## src/rtl/mdio_master_pkg.sv

```systemverilog
package mdio_master_pkg;

  localparam int FRAME_BITS = 32;
  localparam int PRE_BITS   = 32;

  // command word bit positions (software contract)
  localparam int CMD_START = 30;
  localparam int CMD_RD    = 29;
  localparam int CMD_WR    = 28;
  localparam int PHY_LSB   = 23;
  localparam int PHY_W     = 5;

  // frame positions used for turnaround release and capture
  localparam int TA2_POS  = 15;
  localparam int DATA_POS = 16;

  // page-select register and shift
  localparam logic [4:0] PAGE_REG = 5'h1F;

  // control register bit positions
  localparam int CTL_PRE     = 7;
  localparam int CTL_DONE    = 8;
  localparam int CTL_BUSY    = 9;
  localparam int CTL_ERR     = 10;
  localparam int CTL_PAGE    = 11;
  localparam int CTL_TMO_LSB = 16;
  localparam int TMO_W       = 16;

  typedef enum logic [1:0] {
    ST_IDLE = 2'd0,
    ST_PRE  = 2'd1,
    ST_FRM  = 2'd2
  } mdioState_e;

  typedef struct packed {
    logic loadWord;
    logic shiftOut;
    logic capture;
    logic preamble;
  } mdioStrb_t;

endpackage

```

## src/rtl/mdio_clkgen.sv

```systemverilog
module mdio_clkgen #(
  parameter int DIV_W = 4
) (
  input  logic             clk,
  input  logic             rstN,
  input  logic             run,
  input  logic [DIV_W-1:0] div,
  output logic             mdc,
  output logic             riseTick,
  output logic             fallTick
);

  logic [DIV_W-1:0] phaseCnt;
  logic             hit;

  assign hit      = run && (phaseCnt == div);
  assign riseTick = hit && !mdc;
  assign fallTick = hit && mdc;

  always_ff @(posedge clk) begin
    if (!rstN) begin
      phaseCnt <= '0;
      mdc      <= 1'b0;
    end else if (!run) begin
      phaseCnt <= '0;
      mdc      <= 1'b0;
    end else if (hit) begin
      phaseCnt <= '0;
      mdc      <= ~mdc;
    end else begin
      phaseCnt <= phaseCnt + 1'b1;
    end
  end

  // the clock parks low whenever the engine is stopped
  assert_mdc_idle_low_R12: assert property (@(posedge clk) disable iff (!rstN)
    !run |=> !mdc);

endmodule

```

## src/rtl/mdio_dpath.sv

```systemverilog
module mdio_dpath
  import mdio_master_pkg::*;
(
  input  logic                  clk,
  input  logic                  rstN,
  input  mdioStrb_t             strb,
  input  logic [FRAME_BITS-1:0] loadVal,
  input  logic                  mdioIn,
  output logic                  mdioOut,
  output logic [15:0]           rdData
);

  logic [FRAME_BITS-1:0] shReg;

  always_ff @(posedge clk) begin
    if (!rstN) begin
      shReg  <= '0;
      rdData <= '0;
    end else begin
      if (strb.loadWord) begin
        shReg <= loadVal;
      end else if (strb.shiftOut) begin
        shReg <= {shReg[FRAME_BITS-2:0], 1'b0};
      end
      if (strb.capture) begin
        rdData <= {rdData[14:0], mdioIn};
      end
    end
  end

  assign mdioOut = strb.preamble | shReg[FRAME_BITS-1];

endmodule

```

## src/rtl/mdio_ctrl.sv

```systemverilog
module mdio_ctrl
  import mdio_master_pkg::*;
#(
  parameter int DIV_W = 4
) (
  input  logic                  clk,
  input  logic                  rstN,
  input  logic                  ctlWr,
  input  logic                  datWr,
  input  logic [31:0]           wrData,
  input  logic                  riseTick,
  input  logic                  fallTick,
  output logic                  run,
  output logic [DIV_W-1:0]      div,
  output mdioStrb_t             strb,
  output logic [FRAME_BITS-1:0] loadVal,
  output logic                  mdioOe,
  output logic [31:0]           ctlReadback
);

  localparam int CNT_W = $clog2(FRAME_BITS);
  localparam logic [CNT_W-1:0] LAST_POS = CNT_W'(FRAME_BITS - 1);
  localparam logic [CNT_W-1:0] REL_POS  = CNT_W'(TA2_POS);
  localparam logic [CNT_W-1:0] CAP_POS  = CNT_W'(DATA_POS);

  mdioState_e       state;
  logic [CNT_W-1:0] bitCnt;
  logic             preEn;
  logic             pageEn;
  logic             pagePending;
  logic             doneFlag;
  logic             errFlag;
  logic [TMO_W-1:0] tmoLimit;
  logic [TMO_W-1:0] tmoCnt;
  logic [27:0]      cmdReg;   // {cmd[29:18], cmd[15:0]}
  logic             busy;
  logic             cmdValid;
  logic             startReq;
  logic             lastBit;
  logic             finalEnd;
  logic             tmoHit;
  logic             cmdRead;

  function automatic logic [FRAME_BITS-1:0] buildMain(input logic [27:0] f);
    return {2'b01, f[27:16], 2'b10, f[15:0]};
  endfunction

  function automatic logic [FRAME_BITS-1:0] buildPage(input logic [PHY_W-1:0] phy);
    return {2'b01, 2'b01, 5'd0, PAGE_REG, 2'b10, 7'd0, phy, 4'd0};
  endfunction

  assign busy     = (state != ST_IDLE);
  assign run      = busy;
  assign cmdRead  = cmdReg[27];
  assign cmdValid = wrData[CMD_START] && (wrData[CMD_RD] ^ wrData[CMD_WR]);
  assign startReq = datWr && !busy && cmdValid;
  assign lastBit  = fallTick && (state == ST_FRM) && (bitCnt == LAST_POS);
  assign finalEnd = lastBit && !pagePending;
  assign tmoHit   = fallTick && (tmoLimit != '0) && (tmoCnt >= tmoLimit) && !finalEnd;

  always_ff @(posedge clk) begin
    if (!rstN) begin
      state       <= ST_IDLE;
      bitCnt      <= '0;
      preEn       <= 1'b0;
      pageEn      <= 1'b0;
      pagePending <= 1'b0;
      doneFlag    <= 1'b0;
      errFlag     <= 1'b0;
      tmoLimit    <= '0;
      tmoCnt      <= '0;
      cmdReg      <= '0;
      div         <= '0;
    end else begin
      if (ctlWr && !busy) begin
        div      <= wrData[DIV_W-1:0];
        preEn    <= wrData[CTL_PRE];
        pageEn   <= wrData[CTL_PAGE];
        tmoLimit <= wrData[CTL_TMO_LSB +: TMO_W];
        doneFlag <= 1'b0;
        errFlag  <= 1'b0;
      end
      if (startReq) begin
        cmdReg      <= {wrData[29:18], wrData[15:0]};
        doneFlag    <= 1'b0;
        errFlag     <= 1'b0;
        tmoCnt      <= '0;
        bitCnt      <= '0;
        pagePending <= pageEn;
        state       <= preEn ? ST_PRE : ST_FRM;
      end else if (busy) begin
        if (riseTick) begin
          tmoCnt <= tmoCnt + 1'b1;
        end
        if (tmoHit) begin
          state   <= ST_IDLE;
          errFlag <= 1'b1;
        end else if (fallTick) begin
          if (bitCnt == LAST_POS) begin
            bitCnt <= '0;
            if (state == ST_PRE) begin
              state <= ST_FRM;
            end else if (pagePending) begin
              pagePending <= 1'b0;
              state       <= preEn ? ST_PRE : ST_FRM;
            end else begin
              state    <= ST_IDLE;
              doneFlag <= 1'b1;
            end
          end else begin
            bitCnt <= bitCnt + 1'b1;
          end
        end
      end
    end
  end

  always_comb begin
    strb.loadWord = startReq || (lastBit && pagePending && !tmoHit);
    strb.shiftOut = fallTick && (state == ST_FRM) && (bitCnt != LAST_POS) && !tmoHit;
    strb.capture  = riseTick && (state == ST_FRM) && !pagePending && cmdRead && (bitCnt >= CAP_POS);
    strb.preamble = (state == ST_PRE);
    if (startReq) begin
      loadVal = pageEn ? buildPage(wrData[PHY_LSB +: PHY_W])
                       : buildMain({wrData[29:18], wrData[15:0]});
    end else begin
      loadVal = buildMain(cmdReg);
    end
  end

  always_comb begin
    mdioOe = 1'b0;
    if (state == ST_PRE) begin
      mdioOe = 1'b1;
    end else if (state == ST_FRM) begin
      mdioOe = !(cmdRead && !pagePending && (bitCnt >= REL_POS));
    end
  end

  always_comb begin
    ctlReadback = '0;
    ctlReadback[DIV_W-1:0]                = div;
    ctlReadback[CTL_PRE]                  = preEn;
    ctlReadback[CTL_DONE]                 = doneFlag;
    ctlReadback[CTL_BUSY]                 = busy;
    ctlReadback[CTL_ERR]                  = errFlag;
    ctlReadback[CTL_PAGE]                 = pageEn;
    ctlReadback[CTL_TMO_LSB +: TMO_W]     = tmoLimit;
  end

  assert_done_not_busy_R4: assert property (@(posedge clk) disable iff (!rstN)
    !(doneFlag && busy));

  assert_release_only_read_R5: assert property (@(posedge clk) disable iff (!rstN)
    (busy && !mdioOe) |-> (cmdRead && !pagePending));

  assert_busy_write_ignored_R7: assert property (@(posedge clk) disable iff (!rstN)
    (busy && datWr) |=> $stable(cmdReg));

  assert_err_not_busy_R10: assert property (@(posedge clk) disable iff (!rstN)
    !(errFlag && busy));

endmodule

```

## src/rtl/mdio_master.sv

```systemverilog
module mdio_master
  import mdio_master_pkg::*;
#(
  parameter int              ADDR_W   = 12,
  parameter logic [ADDR_W-1:0] CTRL_OFS = 12'h128,
  parameter logic [ADDR_W-1:0] DATA_OFS = 12'h12C,
  parameter int              DIV_W    = 4
) (
  input  logic              clk,
  input  logic              rstN,
  input  logic [ADDR_W-1:0] busAddr,
  input  logic              busWrEn,
  input  logic [31:0]       busWrData,
  output logic [31:0]       busRdData,
  output logic              mdc,
  output logic              mdioOut,
  output logic              mdioOe,
  input  logic              mdioIn
);

  logic                  ctlWr;
  logic                  datWr;
  logic                  run;
  logic [DIV_W-1:0]      div;
  logic                  riseTick;
  logic                  fallTick;
  mdioStrb_t             strb;
  logic [FRAME_BITS-1:0] loadVal;
  logic [31:0]           ctlReadback;
  logic [15:0]           rdData;

  assign ctlWr = busWrEn && (busAddr == CTRL_OFS);
  assign datWr = busWrEn && (busAddr == DATA_OFS);

  mdio_ctrl #(.DIV_W(DIV_W)) u_ctrl (
    .clk(clk), .rstN(rstN), .ctlWr(ctlWr), .datWr(datWr), .wrData(busWrData),
    .riseTick(riseTick), .fallTick(fallTick), .run(run), .div(div),
    .strb(strb), .loadVal(loadVal), .mdioOe(mdioOe), .ctlReadback(ctlReadback)
  );

  mdio_clkgen #(.DIV_W(DIV_W)) u_clkgen (
    .clk(clk), .rstN(rstN), .run(run), .div(div),
    .mdc(mdc), .riseTick(riseTick), .fallTick(fallTick)
  );

  mdio_dpath u_dpath (
    .clk(clk), .rstN(rstN), .strb(strb), .loadVal(loadVal),
    .mdioIn(mdioIn), .mdioOut(mdioOut), .rdData(rdData)
  );

  always_comb begin
    if (busAddr == CTRL_OFS) begin
      busRdData = ctlReadback;
    end else if (busAddr == DATA_OFS) begin
      busRdData = {16'h0000, rdData};
    end else begin
      busRdData = '0;
    end
  end

  // while a transaction is running, data changes only with a falling MDC edge
  assert_out_on_fall_R3: assert property (@(posedge clk) disable iff (!rstN)
    (run && $past(run) && !$stable(mdioOut)) |-> $fell(mdc));

endmodule

```

## config.mk

```make
export PLATFORM = sky130hd
export DESIGN_NAME = mdio_master
export DESIGN_NICKNAME = d
export VERILOG_FILES = /design/src/rtl/mdio_master_pkg.sv /design/src/rtl/mdio_clkgen.sv /design/src/rtl/mdio_dpath.sv /design/src/rtl/mdio_ctrl.sv /design/src/rtl/mdio_master.sv
export SDC_FILE = /design/constraint.sdc
export NUM_CORES = 1
export LEC_CHECK = 0
export ABC_CLOCK_PERIOD_IN_PS = 4800
export BUFFER_PORTS_ARGS = -buffer_cell sky130_fd_sc_hd__buf_2
export CAP_MARGIN = 40
export CELL_PAD_IN_SITES_DETAIL_PLACEMENT = 1
export CELL_PAD_IN_SITES_GLOBAL_PLACEMENT = 2
export CORE_MARGIN = 2
export CORE_UTILIZATION = 36
export CTS_CLUSTER_SIZE = 16
export DETAILED_ROUTE_END_ITERATION = 8
export GPL_TIMING_DRIVEN = 1
export PLACE_DENSITY = 0.85
export SYNTH_ARGS = -nofsm -noshare
export SYNTH_HDL_FRONTEND = slang
export SYNTH_HIERARCHICAL = 1
export SYNTH_SLANG_ARGS = --single-unit
```

## constraint.sdc

```tcl
create_clock -name clk -period 4.8 [get_ports clk]
set_clock_uncertainty 0.2 [all_clocks]
set_input_delay 0.24 -clock clk [delete_from_list [all_inputs] [get_ports clk]]
set_output_delay 0.24 -clock clk [all_outputs]
set_load 0.03 [all_outputs]
```

==> flow_summary.rst <==
.. list-table::
   :header-rows: 1

   * - Metric
     - Value
   * - Status
     - completed
   * - Count of buffering cells on the critical path with inverters included
     - 1
   * - Placeable Area
     - around 20000 um^2
   * - Final antenna-violating net count
     - 0
   * - Detailed-route vias per instance
     - between 5 and 6
   * - Final Hold Vio Count
     - 0
   * - Most used flip-flop cell after synthesis
     - dfxtp_1
   * - Layout overhead on the synthesized area
     - 18.9%
   * - NumNets Final
     - ~990
   * - Cell area power density
     - around 280 nW/um^2
   * - Pre-CTS setup slack
     - between 0.7 and 0.8 ns
   * - CTS max path bufs
     - 2
   * - Count of state elements after synthesis
     - 129
   * - Number of sinks handled by clock tree synthesis
     - 129
   * - Core Util, Final
     - 0.434
   * - Peak Freq
     - roughly 250 MHz
   * - Detailed router's first-iteration violation count
     - roughly 220
   * - Standby leakage power
     - approximately 3.7 nW
   * - Post-route minimum period
     - ~4.0 ns
   * - Die span in x
     - about 150 um
   * - Via Count
     - slightly above 6000
   * - Hold buffer count at cts
     - 33
   * - Initial Util
     - 0.365
   * - Critical-path maximum fanout
     - 32
   * - Gate Count Post-Synth
     - between 800 and 900
   * - Total wirelength of the detailed-routed design
     - 19.8 mm
   * - Headroom to the max-slew limit
     - 0.487
   * - Max-Cap Viols
     - 0
   * - Post-synth EDFFs
     - 0
   * - Fraction of registers with async set/reset
     - 0
   * - Worst setup path category
     - reg -> reg
   * - First-pass detailed-route iteration total
     - 4
   * - Pin count of the biggest net entering global routing
     - 65
   * - Netlist area before placement
     - ~7400 um^2
   * - PortBufs
     - 82
   * - Crit path DAT
     - a little over 4 ns
   * - Finished layout cell area
     - between 8000 and 9000 um^2
   * - Average instance area after synthesis
     - 8.76 um^2
   * - Number of global-route vias before repair
     - between 6000 and 7000
   * - Post-CTS setup-driven buffer insertion count
     - 0
   * - CP Cell Sequence
     - ha_1 -> and3_1 -> ha_1 -> or2b_2 -> o211a_1 -> o21a_4 -> or3b_2 -> nor2_4 -> buf_4 -> mux2_2 -> o211a_1
   * - Die outline height
     - roughly 150 um
   * - Cts bufs inserted
     - 17
   * - Setup repair after global routing missed its margin
     - false
   * - Tot GR Track Use
     - 0.188
   * - Worst-Skew Late Latency
     - 0.42 ns
   * - Fraction of final layout cells with drive strength greater than 1
     - 0.221
   * - Count of unique library cells instantiated by Yosys
     - 67
   * - Total number of placement rows
     - 52
   * - Clock root buffer master
     - clkbuf_16
   * - Count of cells resized by post-cts repair
     - 0
   * - Wire length of the first global-routing pass
     - about 33 mm
   * - Element type at the critical path start
     - flop
   * - Last weighted congestion value of the routability-driven placer
     - 0.769
   * - Portion of the clock cycle consumed by the worst path in the final layout
     - 0.843
   * - ANT cells
     - 0
   * - Total of endpoints with negative setup slack in the final report
     - 0
   * - Worst IR drop on VDD
     - approximately 0.25 mV
   * - Detailed-route DRC error count
     - 0
   * - Worst Slack Setup Final
     - 0.752 ns
   * - Clock transition time at the flip-flop clock pins of the worst setup and hold paths
     - around 0.06 ns
   * - Sequential share of the synthesized area
     - 0.351
   * - Die Footprint
     - ~22000 um^2
   * - Crit path max-delay family
     - simple AND/OR/NAND/NOR gates
   * - Pins Over Slew Limit
     - 0
   * - Power consumption
     - ~2.5 mW
   * - Routed wirelength normalized by instance count
     - between 15 and 20 um
   * - Number of H-tree levels
     - 4
   * - Setup TNS
     - 0 ns
   * - Slowest-stage cell, CP
     - or3b_2
   * - Initial antenna violation count
     - 0
   * - Placed cell areas
     - slightly below 8000 um^2
   * - Transition at the pin with the smallest max-transition slack
     - about 0.77 ns
   * - Kind of end point of the critical path
     - flop
   * - Flop2flop setup slack
     - roughly 0.75 ns
   * - Io pins
     - between 80 and 90
   * - Data required time of the worst path
     - 4.91 ns
   * - Number of warnings issued by yosys
     - 6
   * - Hold Path Class
     - in -> reg
   * - Clock tree from TritonCTS
     - built
   * - Delay of the slowest cell on the worst path
     - around 0.54 ns
   * - Sum of net half-perimeters after detailed placement
     - ~13 mm
   * - Overflow left after global routing
     - 0
-- synthesized netlist by cell type, types with 2 or more instances --
| master | instances | area [um^2] |
|---|---|---|
| nor4_1 | 9 | 56.3 |
| dfxtp_1 | 129 | 2580 |
| buf_1 | 4 | 15.0 |
| buf_6 | 7 | 78.8 |
| and3_1 | 7 | 43.8 |
| buf_4 | 25 | 188 |
| mux2_2 | 2 | 22.5 |
| or2_2 | 2 | 12.5 |
| mux2i_1 | 38 | 380 |
| nor2_1 | 25 | 93.8 |
| nor3_1 | 5 | 25.0 |
| o311ai_0 | 3 | 26.3 |
| buf_2 | 4 | 20.0 |
| nand3_1 | 10 | 50.1 |
| o22a_1 | 3 | 26.3 |
| and2_1 | 2 | 12.5 |
| a21oi_1 | 66 | 330 |
| o211a_1 | 32 | 320 |
| or3_1 | 8 | 50.1 |
| conb_1 | 2 | 7.51 |
| nand2_1 | 165 | 619 |
| mux2_1 | 2 | 22.5 |
| xor2_1 | 15 | 131 |
| ha_1 | 21 | 263 |
| or2b_2 | 3 | 26.3 |
| nand2b_1 | 33 | 206 |
| nor4_2 | 30 | 375 |
| mux2_4 | 27 | 405 |
| nor2b_1 | 17 | 106 |
| or2b_1 | 17 | 128 |
| nand4_1 | 7 | 43.8 |
| a32o_1 | 2 | 20.0 |
| o21ai_0 | 26 | 130 |
| clkbuf_1 | 35 | 131 |
| or4_4 | 2 | 22.5 |
| o31ai_1 | 2 | 15.0 |
| inv_1 | 23 | 86.3 |
-- report_power, final --
| group | total (mW) | switching, mW | internal, mW |
|---|---|---|---|
| registers | 1.08 | 0.00272 | 1.07 |
| logic | 0.127 | 0.0751 | 0.0522 |
| clock network | 1.29 | 0.496 | 0.792 |
| total | 2.49 | 0.574 | 1.92 |
-- cell usage in the layout (no fill, tap or decap), types with 3 or more instances in the layout --
cell type and count:
dlygate4sd3_1 33, nor2b_1 17, buf_4 10, nor3_1 4, nand2_1 165, nor4_1 9, o311ai_0 3, nand3_1 10
o211a_1 32, clkbuf_16 17, conb_1 11, clkinv_2 4, or2b_1 17, nand4_1 7, mux2_4 27, o21ai_0 26
and3_1 7, dfxtp_1 129, xor2_1 15, nor4_2 30, buf_2 82, o22a_1 3, or2b_2 3, ha_1 21
nor2_1 24, or3_1 7, nand2b_1 33, a21oi_1 66, mux2i_1 38, inv_1 23
-- routing by layer --
metal / GRT usage / part of all wire / vias to the layer above
met3: 0.0388 / 0.034 / 13
met4: 0.0471 / 0.0097 / 0
li1: - / - / 3037
met1: 0.254 / 0.48 / 2971
met5: 0 / 0 / -
met2: 0.308 / 0.47 / 107
-- worst reg2reg max path, delay by kind of cell, from the launching register on --
family,cells,cell delay [ns]
buffers and inverters,1,0.47
multiplexers,1,0.41
flip-flops,1,0.42
AND/OR/NAND/NOR,4,1.19
AO/OA/AOI/OAI,3,0.58
adder cells (fa/ha/maj),2,0.68
-- final cells by class --
cell class / count / area (um^2)
fill: 2403 / 11400
multi-input combinational: 619 / 4280
sequential: 129 / 2580
timing repair buffer: 128 / 871
clock buffer: 20 / 457
tap: 270 / 338
clock inverter: 12 / 130
inverter: 24 / 90.1
-- final timing paths --
check / from / end / depth (start not counted)
min reg2reg: u_ctrl/cmdReg[4]$_SDFFE_PN0P_ / u_ctrl/cmdReg[4]$_SDFFE_PN0P_ / 2
min: rstN / u_dpath/rdData[10]$_SDFFE_PN0P_ / 2
max: u_ctrl/bitCnt[0]$_SDFFE_PP0P_ / u_dpath/shReg[31]$_SDFFE_PN0P_ / 11
max reg2reg: u_ctrl/bitCnt[0]$_SDFFE_PP0P_ / u_dpath/shReg[31]$_SDFFE_PN0P_ / 11
-- sequential cells by signal (all words and copies together) (netlist names), 2 cells and up --
register / cells
u_ctrl/tmoLimit: 16
u_ctrl/tmoCnt: 16
u_ctrl/bitCnt: 5
u_ctrl/state: 2
u_clkgen/phaseCnt: 4
u_ctrl/cmdReg: 28
u_ctrl/div: 4
u_dpath/rdData: 16
u_dpath/shReg: 32
-- cells by family after synthesis --
logic type,Yosys count,share of synthesized area
xor gates and xnor gates,16,0.0190
other,2,0.00102
adders and majority gates,21,0.0357
buffers and inverters,101,0.0756
DFF,129,0.351
and+or+nand+nor,353,0.269
muxes,69,0.113
AOI/OAI and AO/OA,149,0.136
-- through the flow --
stage                     instances  hold slack (ns)
after CTS                      1202           0.0808
after detailed placement       1137            0.251
after floorplan                 849            0.176
after global routing           1202           0.0880
final                          1202           0.0875
after global placement         1135            0.244
No activity file was read; power rests on OpenSTA's default activity.
